===== config.mk =====
export PLATFORM = sky130hd
export DESIGN_NAME = scsi_irq_unit
export DESIGN_NICKNAME = d
export VERILOG_FILES = /design/src/rtl/scsi_irq_pkg.sv /design/src/rtl/scsi_evt_qual.sv /design/src/rtl/scsi_irq_status.sv /design/src/rtl/scsi_irq_mask.sv /design/src/rtl/scsi_irq_unit.sv
export SDC_FILE = /design/constraint.sdc
export NUM_CORES = 1
export LEC_CHECK = 0
export ABC_AREA = 1
export BUFFER_PORTS_ARGS = -buffer_cell sky130_fd_sc_hd__buf_4
export CORE_ASPECT_RATIO = 0.8
export CORE_MARGIN = 8
export CORE_UTILIZATION = 47
export CTS_BUF_LIST = sky130_fd_sc_hd__clkbuf_4 sky130_fd_sc_hd__clkbuf_8
export DETAILED_ROUTE_END_ITERATION = 10
export GPL_TIMING_DRIVEN = 1
export PLACE_DENSITY_LB_ADDON = 0.05
export SYNTH_ARGS = -nofsm -noshare
export SYNTH_HDL_FRONTEND = slang
export SYNTH_HIERARCHICAL = 1
export SYNTH_SLANG_ARGS = --single-unit
export TNS_END_PERCENT = 1

===== constraint.sdc =====
create_clock -name clk -period 1.1 [get_ports clk]
set_clock_uncertainty 0.15 [all_clocks]
set_input_delay 0.055 -clock clk [delete_from_list [all_inputs] [get_ports clk]]
set_output_delay 0.055 -clock clk [all_outputs]
set_load 0.005 [all_outputs]

===== src/rtl/scsi_irq_pkg.sv =====
package scsi_irq_pkg;
  localparam int NBITS   = 8;
  localparam int B_PHASE = 7;
  localparam int B_CMPL  = 6;
  localparam int B_SEL   = 5;
  localparam int B_RESEL = 4;
  localparam int B_GROSS = 3;
  localparam int B_UDISC = 2;
  localparam int B_RST   = 1;
  localparam int B_PAR   = 0;
  typedef logic [NBITS-1:0] irq_vec_t;
endpackage


===== src/rtl/scsi_evt_qual.sv =====
module scsi_evt_qual
  import scsi_irq_pkg::*;
#(
  parameter int PHASE_W = 3
) (
  input  logic               initiator_mode,
  input  logic               low_level_mode,
  input  logic               sel_resp_en,
  input  logic               resel_resp_en,
  input  logic               req_strobe,
  input  logic [PHASE_W-1:0] sampled_phase,
  input  logic [PHASE_W-1:0] expected_phase,
  input  logic               atn_strobe,
  input  logic               arb_sel_done,
  input  logic               selected_evt,
  input  logic               reselected_evt,
  input  logic               gross_err_evt,
  input  logic               disconnect_evt,
  input  logic               disconnect_expected,
  input  logic               bus_reset_evt,
  input  logic               parity_err_evt,
  output irq_vec_t           evt_o
);
  logic phase_miss;
  assign phase_miss = req_strobe && (sampled_phase != expected_phase);

  always_comb begin
    evt_o          = '0;
    evt_o[B_PHASE] = initiator_mode ? phase_miss : atn_strobe;
    evt_o[B_CMPL]  = arb_sel_done;
    evt_o[B_SEL]   = selected_evt && sel_resp_en;
    evt_o[B_RESEL] = reselected_evt && resel_resp_en;
    evt_o[B_GROSS] = gross_err_evt;
    evt_o[B_UDISC] = initiator_mode && disconnect_evt &&
                     (low_level_mode || !disconnect_expected);
    evt_o[B_RST]   = bus_reset_evt;
    evt_o[B_PAR]   = parity_err_evt;
  end
endmodule


===== src/rtl/scsi_irq_status.sv =====
module scsi_irq_status
  import scsi_irq_pkg::*;
(
  input  logic     clk,
  input  logic     rst,
  input  irq_vec_t evt_i,
  input  irq_vec_t clr_i,
  output irq_vec_t status_o
);
  irq_vec_t status_q;

  for (genvar i = 0; i < NBITS; i++) begin : g_bit
    always_ff @(posedge clk) begin
      if (rst)           status_q[i] <= 1'b0;
      else if (evt_i[i]) status_q[i] <= 1'b1;
      else if (clr_i[i]) status_q[i] <= 1'b0;
    end
  end

  assign status_o = status_q;

  AST_EVT_WINS: assert property (@(posedge clk) disable iff (rst)
    (|evt_i) |=> ((status_q & $past(evt_i)) == $past(evt_i)));
  AST_W1C_CLEARS: assert property (@(posedge clk) disable iff (rst)
    (|(clr_i & ~evt_i)) |=> ((status_q & $past(clr_i & ~evt_i)) == '0));
  AST_STICKY_ONLY_ON_EVT: assert property (@(posedge clk) disable iff (rst)
    1'b1 |=> ((status_q & ~$past(status_q) & ~$past(evt_i)) == '0));
endmodule


===== src/rtl/scsi_irq_mask.sv =====
module scsi_irq_mask
  import scsi_irq_pkg::*;
(
  input  logic     clk,
  input  logic     rst,
  input  logic     mask_wr,
  input  irq_vec_t wdata,
  input  irq_vec_t status_i,
  output irq_vec_t mask_o,
  output logic     irq_o
);
  irq_vec_t mask_q;
  logic     irq_q;

  always_ff @(posedge clk) begin
    if (rst) begin
      mask_q <= '0;
      irq_q  <= 1'b0;
    end else begin
      if (mask_wr) mask_q <= wdata;
      irq_q <= |(status_i & mask_q);
    end
  end

  assign mask_o = mask_q;
  assign irq_o  = irq_q;

  AST_MASKED_QUIET: assert property (@(posedge clk) disable iff (rst)
    (mask_q == '0) |=> !irq_q);
  AST_NO_STATUS_QUIET: assert property (@(posedge clk) disable iff (rst)
    (status_i == '0) |=> !irq_q);
  AST_MASK_LOADS: assert property (@(posedge clk) disable iff (rst)
    mask_wr |=> (mask_q == $past(wdata)));
endmodule


===== src/rtl/scsi_irq_unit.sv =====
module scsi_irq_unit
  import scsi_irq_pkg::*;
#(
  parameter int PHASE_W = 3
) (
  input  logic               clk,
  input  logic               rst,
  input  logic               reg_wr,
  input  logic               reg_addr,
  input  logic [7:0]         reg_wdata,
  output logic [7:0]         reg_rdata,
  input  logic               initiator_mode,
  input  logic               low_level_mode,
  input  logic               sel_resp_en,
  input  logic               resel_resp_en,
  input  logic               req_strobe,
  input  logic [PHASE_W-1:0] sampled_phase,
  input  logic [PHASE_W-1:0] expected_phase,
  input  logic               atn_strobe,
  input  logic               arb_sel_done,
  input  logic               selected_evt,
  input  logic               reselected_evt,
  input  logic               gross_err_evt,
  input  logic               disconnect_evt,
  input  logic               disconnect_expected,
  input  logic               bus_reset_evt,
  input  logic               parity_err_evt,
  output logic               irq_o
);
  irq_vec_t evt, clr, status, mask;
  logic [7:0] rdata_q;

  scsi_evt_qual #(.PHASE_W(PHASE_W)) u_qual (
    .initiator_mode(initiator_mode), .low_level_mode(low_level_mode),
    .sel_resp_en(sel_resp_en), .resel_resp_en(resel_resp_en),
    .req_strobe(req_strobe), .sampled_phase(sampled_phase),
    .expected_phase(expected_phase), .atn_strobe(atn_strobe),
    .arb_sel_done(arb_sel_done), .selected_evt(selected_evt),
    .reselected_evt(reselected_evt), .gross_err_evt(gross_err_evt),
    .disconnect_evt(disconnect_evt), .disconnect_expected(disconnect_expected),
    .bus_reset_evt(bus_reset_evt), .parity_err_evt(parity_err_evt),
    .evt_o(evt)
  );

  assign clr = (reg_wr && reg_addr) ? reg_wdata : '0;

  scsi_irq_status u_status (
    .clk(clk), .rst(rst), .evt_i(evt), .clr_i(clr), .status_o(status)
  );

  scsi_irq_mask u_mask (
    .clk(clk), .rst(rst), .mask_wr(reg_wr && !reg_addr), .wdata(reg_wdata),
    .status_i(status), .mask_o(mask), .irq_o(irq_o)
  );

  always_ff @(posedge clk) begin
    if (rst) rdata_q <= '0;
    else     rdata_q <= reg_addr ? status : mask;
  end
  assign reg_rdata = rdata_q;

  AST_UDISC_TARGET_BLOCKED: assert property (@(posedge clk) disable iff (rst)
    (!initiator_mode && !status[B_UDISC]) |=> !status[B_UDISC]);
  AST_SEL_NEEDS_ENABLE: assert property (@(posedge clk) disable iff (rst)
    (!sel_resp_en && !status[B_SEL]) |=> !status[B_SEL]);
  AST_RESEL_NEEDS_ENABLE: assert property (@(posedge clk) disable iff (rst)
    (!resel_resp_en && !status[B_RESEL]) |=> !status[B_RESEL]);
endmodule


Yosys cells after proc, flatten, opt, wreduce, memory -nomap -nowiden:

Cells that the tools add are included.
Widths: inputs -> output; s select.

* flip-flop bits (word level): 25
* bits in latches: 0
* RAM bits: 0
* ROM bits: 0
* input bits: 32
* output and inout port bits: 9
* logic and storage cells: 51
* memories kept: 0

* $add $sub $neg: 0
* multiply operators: 0
* div/mod/pow operators: 0
* $lt $le $gt $ge: 0
* eq/ne operators: 1
* shift-type cells: 0
* muxes and demuxes: 19
* bitwise logic cells: 1
* reductions and logical operators: 19

Operators with widths (count)
* $mux 1: 17
* $mux 8: 2
* $reduce_bool 2->1: 8
* $and 8x8->8: 1
* $reduce_or 8->1: 1
* $logic_and 1x1->1: 7
* $ne 3x3->1: 1
* $logic_not 1->1: 2
* $logic_or 1x1->1: 1

Logic depth before layout (Yosys ltp):

* depth after elaboration: 4
* mapped depth: 8

Cells and area by module:

Netlist, hierarchy kept.

Modules (own cells, without submodules)
* scsi_irq_unit: times used 1, cells each 70, area an instance 414.1 um2, seq. area each 160.2 um2
* scsi_irq_mask: times used 1, cells each 51, area an instance 392.9 um2, seq. area each 180.2 um2
* scsi_irq_status: times used 1, cells each 41, area an instance 331.6 um2, seq. area each 160.2 um2
* scsi_evt_qual: times used 1, cells each 33, area an instance 141.4 um2, seq. area each 0.0 um2

Least setup slack after synthesis:

Ideal clock, no wire load.

* path type: input-to-reg
* from: input reg_addr
* to: register u_mask.mask_q[0], in the netlist u_mask/mask_o[0]
* arrival time: 0.724 ns
* data required time: 0.828 ns
* setup slack: 0.104 ns
* stages on the path: 7
* cell sequence: buf_6 buf_8 nor2_1 buf_6 clkinv_4 nand2_1 a21oi_2

* word-level cells in the longest chain between the ends: 2

Ends and longest elaborated chain
* start, declared: line scsi_irq_unit.sv:9 `input logic reg_addr,`
* $logic_not 1->1: line scsi_irq_unit.sv:52 `.clk(clk), .rst(rst), .mask_wr(reg_wr && !reg_addr), .wdata(reg_wdata),`
* $logic_and 1x1->1: line scsi_irq_unit.sv:52
* end signal, assigned: line scsi_irq_mask.sv:20 `if (mask_wr) mask_q <= wdata;`
* end, declared: line scsi_irq_mask.sv:12 `irq_vec_t mask_q;`

No other way between the ends.
A chain may end at the register's enable or synchronous reset.

Final worst setup path:

* from: input rst
* to: register u_mask.irq_q, in the netlist u_mask/irq_o

RTL lines
* start, declared: line scsi_irq_unit.sv:7 `input logic rst,`
* end signal, assigned: line scsi_irq_mask.sv:21 `irq_q <= |(status_i & mask_q);`
* end, declared: line scsi_irq_mask.sv:13 `logic irq_q;`

No word-level cell between the ends.

==> results.sh <==
export IMPL_synth_compound_area_frac=0.117
export IMPL_antenna_found_initial=0
export IMPL_numCtsBuffers=3
export IMPL_synth_xor_area_frac=0
export IMPL_grt_pass1_vias=1246
export IMPL_fin_nets=289
export IMPL_crit_type="primary input to flip-flop"
export IMPL_overflow=0
export IMPL_max_freq_mhz=966
export IMPL_synth_top_area_frac=0.391
export IMPL_clk_latency_ns=0.31
export IMPL_io_buffers=40
export IMPL_coreArea_um2=2680
export IMPL_ir_drop_uv=963
export IMPL_worst_pin_slew_ns=0.279
export IMPL_grt_pass1_wl_um=5300
export IMPL_synth_edf_count=0
export IMPL_cpMaxStageDelayCell="dlygate4sd3_1"
export IMPL_drive_gt1_frac=0.254
export IMPL_finalCritPeriodShare=0.941
export IMPL_synth_async_reset_ratio=0
export IMPL_required_ns=1.19
export IMPL_reg2reg_depth=4
export IMPL_grt_max_degree=18
export IMPL_post_cts_setup_buffer_count=0
export IMPL_initial_core_util=0.478
export IMPL_cts_buffer_depth=2
export IMPL_ys_seq_area_frac=0.391
export IMPL_worstPathMaxFanout=17
export IMPL_slew_headroom=0.814
export IMPL_fin_setup_tns_ns=0
export IMPL_cap_violations=0
export IMPL_reg2reg_to="u_mask/irq_o"
export IMPL_yosys_area_share_adder=0
export IMPL_crit_path_frequent_cell="buf_4"
export IMPL_final_max_slew_viol_count=0
export IMPL_power_total_w=0.00181
export IMPL_routabilityCongestion=0.789
export IMPL_vias_per_cell=4.18
export IMPL_num_rows=17
export IMPL_min_path_cells=4
export IMPL_ys_ff_latch=25
export IMPL_clk_pin_slew_ns=0.12
export IMPL_via_count=1228
export IMPL_min_from="reg_addr"
export IMPL_drc=0
export IMPL_rsz0062_at_grt="no"
export IMPL_r2r_slack_ns=0.15
export IMPL_holdCritPathClass="primary input to flip-flop"
export IMPL_synth_top_family_by_area="simple AND/OR/NAND/NOR gates"
export IMPL_wire_per_inst_um=10.2
export IMPL_leakage_nw=0.960
export IMPL_synth_mux_area_frac=0
export IMPL_worstPathCellList="dlygate4sd3_1, buf_4, buf_4, a21oi_1"
export IMPL_synth_net_count=227
export IMPL_synth_area_top_cells="dfxtp_1 (39%), nand2_1 (20%), inv_1 (13%), a21oi_2 (11%), nor2_1 (7.9%)"
export IMPL_final_common_cell="nand2_1"
export IMPL_hpwl_um=2090
export IMPL_dr_pass1_iters=4
export IMPL_yosysWarningCount=6
export IMPL_die_x_um=74.3
export IMPL_cp_start_kind="primary input"
export IMPL_final_cell_mix="nand2_1 (68), inv_1 (45), buf_4 (43)"
export IMPL_drt_wl_total_um=3000
export IMPL_min_period_ns=1.04
export IMPL_yosysTopAreaCell="dfxtp_1"
export IMPL_synth_top_flop_cell="dfxtp_1"
export IMPL_dieArea_um2=4660
export IMPL_syn_area_um2=1280
export IMPL_hold_violations=0
export IMPL_num_antenna_cells=0
export IMPL_drt_initial_drc_count=93
export IMPL_synth_cells=195
export IMPL_p_per_area_nw_per_um2=991
export IMPL_syn_avg_cell_area_um2=6.56
export IMPL_die_h_um=62.7
export IMPL_cts_root_buf="clkbuf_4"
export IMPL_min_to="reg_rdata[7]"
export IMPL_r2r_start="u_status/status_o[0]"
export IMPL_synth_simple_gate_area_share=0.287
export IMPL_clock_sinks=25
export IMPL_ios=41
export IMPL_tritoncts="done"
export IMPL_arrival_ns=1.12
export IMPL_cts_resized=0
export IMPL_area_growth_pct=42.7
export IMPL_ant_nets=0
export IMPL_cts_hold_fix_buffers=23
export IMPL_critPathMaxStageDelay_ns=0.55
export IMPL_htree_levels=1
export IMPL_status="complete, no violations"
export IMPL_setup_viol=0
export IMPL_cp_end_kind="flip-flop"
export IMPL_grtUsageTotal=0.139
export IMPL_synth_cell_types=13
registers in the layout, indices dropped and copies added, names as in the netlist:
register and flops:
reg_rdata 8, u_mask/mask_o 8, u_status/status_o 8, u_mask/irq_o 1
stage by stage:
stage / cells / area (µm²) / util / hold WS [ns] / setup slack (ns)
3_3_place_gp: 267 / 1570 / 0.585 / 0.159 / 0.0979
3_5_place_dp: 267 / 1570 / 0.585 / 0.162 / 0.0843
6_report: 294 / 1830 / 0.682 / 0.0212 / 0.0644
4_1_cts: 294 / 1830 / 0.682 / 0.0142 / 0.0987
5_1_grt: 294 / 1830 / 0.682 / 0.0246 / 0.0541
2_1_floorplan: 195 / 1280 / - / 0.0579 / 0.104
layer usage:
metal,vias up,part of all wire,global-route usage
met4,0,0.012,0.0171
met2,35,0.46,0.243
met3,4,0.079,0.0481
met1,514,0.45,0.160
li1,675,-,-
met5,-,0,0
synthesized netlist by cell type, types with 2 or more instances:
master and number:
a21oi_2 16, nand2_1 68, nor2_1 27, inv_1 45, a21oi_1 2, buf_4 4
dfxtp_1 25, buf_6 3
kinds of logic after synthesis:
| group | count (synthesis) |
|---|---|
| and+or+nand+nor | 97 |
| AOI/OAI and AO/OA | 18 |
| buffers and inverters | 55 |
| DFF | 25 |
power by group:
part | internal (W) | total (W) | switching, W | leakage, nW
logic | 0.000225 | 0.000400 | 0.000175 | 0.735
registers | 0.000960 | 0.000996 | 0.0000353 | 0.206
clock network | 0.000166 | 0.000415 | 0.000249 | 0.0184
total | 0.00135 | 0.00181 | 0.000459 | 0.960
how the worst max path moves through the flow:
stage                  endpoint  cells past startpoint  slack (ns)      from
3_5_place_dp   u_mask/mask_o[4]                      6        0.08  reg_addr
4_1_cts            u_mask/irq_o                      4         0.1       rst
3_3_place_gp   u_mask/mask_o[6]                      6         0.1  reg_addr
5_1_grt            reg_rdata[4]                      5        0.05       rst
2_1_floorplan  u_mask/mask_o[0]                      7        0.10  reg_addr
6_report           u_mask/irq_o                      4        0.06       rst
worst max-delay path: cells and delay by family:
family / cells / cell delay [ns]
buffers and inverters: 3 / 0.90
AO/OA/AOI/OAI: 1 / 0.16
cell type report:
| class | instances | area [µm²] |
|---|---|---|
| Fill cell | 251 | 853 |
| Timing Repair Buffer | 66 | 553 |
| Multi-Input combinational cell | 115 | 518 |
| Sequential cell | 25 | 500 |
| Inverter | 46 | 178 |
| Tap cell | 38 | 47.5 |
| Clock buffer | 4 | 30.0 |
No activity file was read; power rests on OpenSTA's default activity.
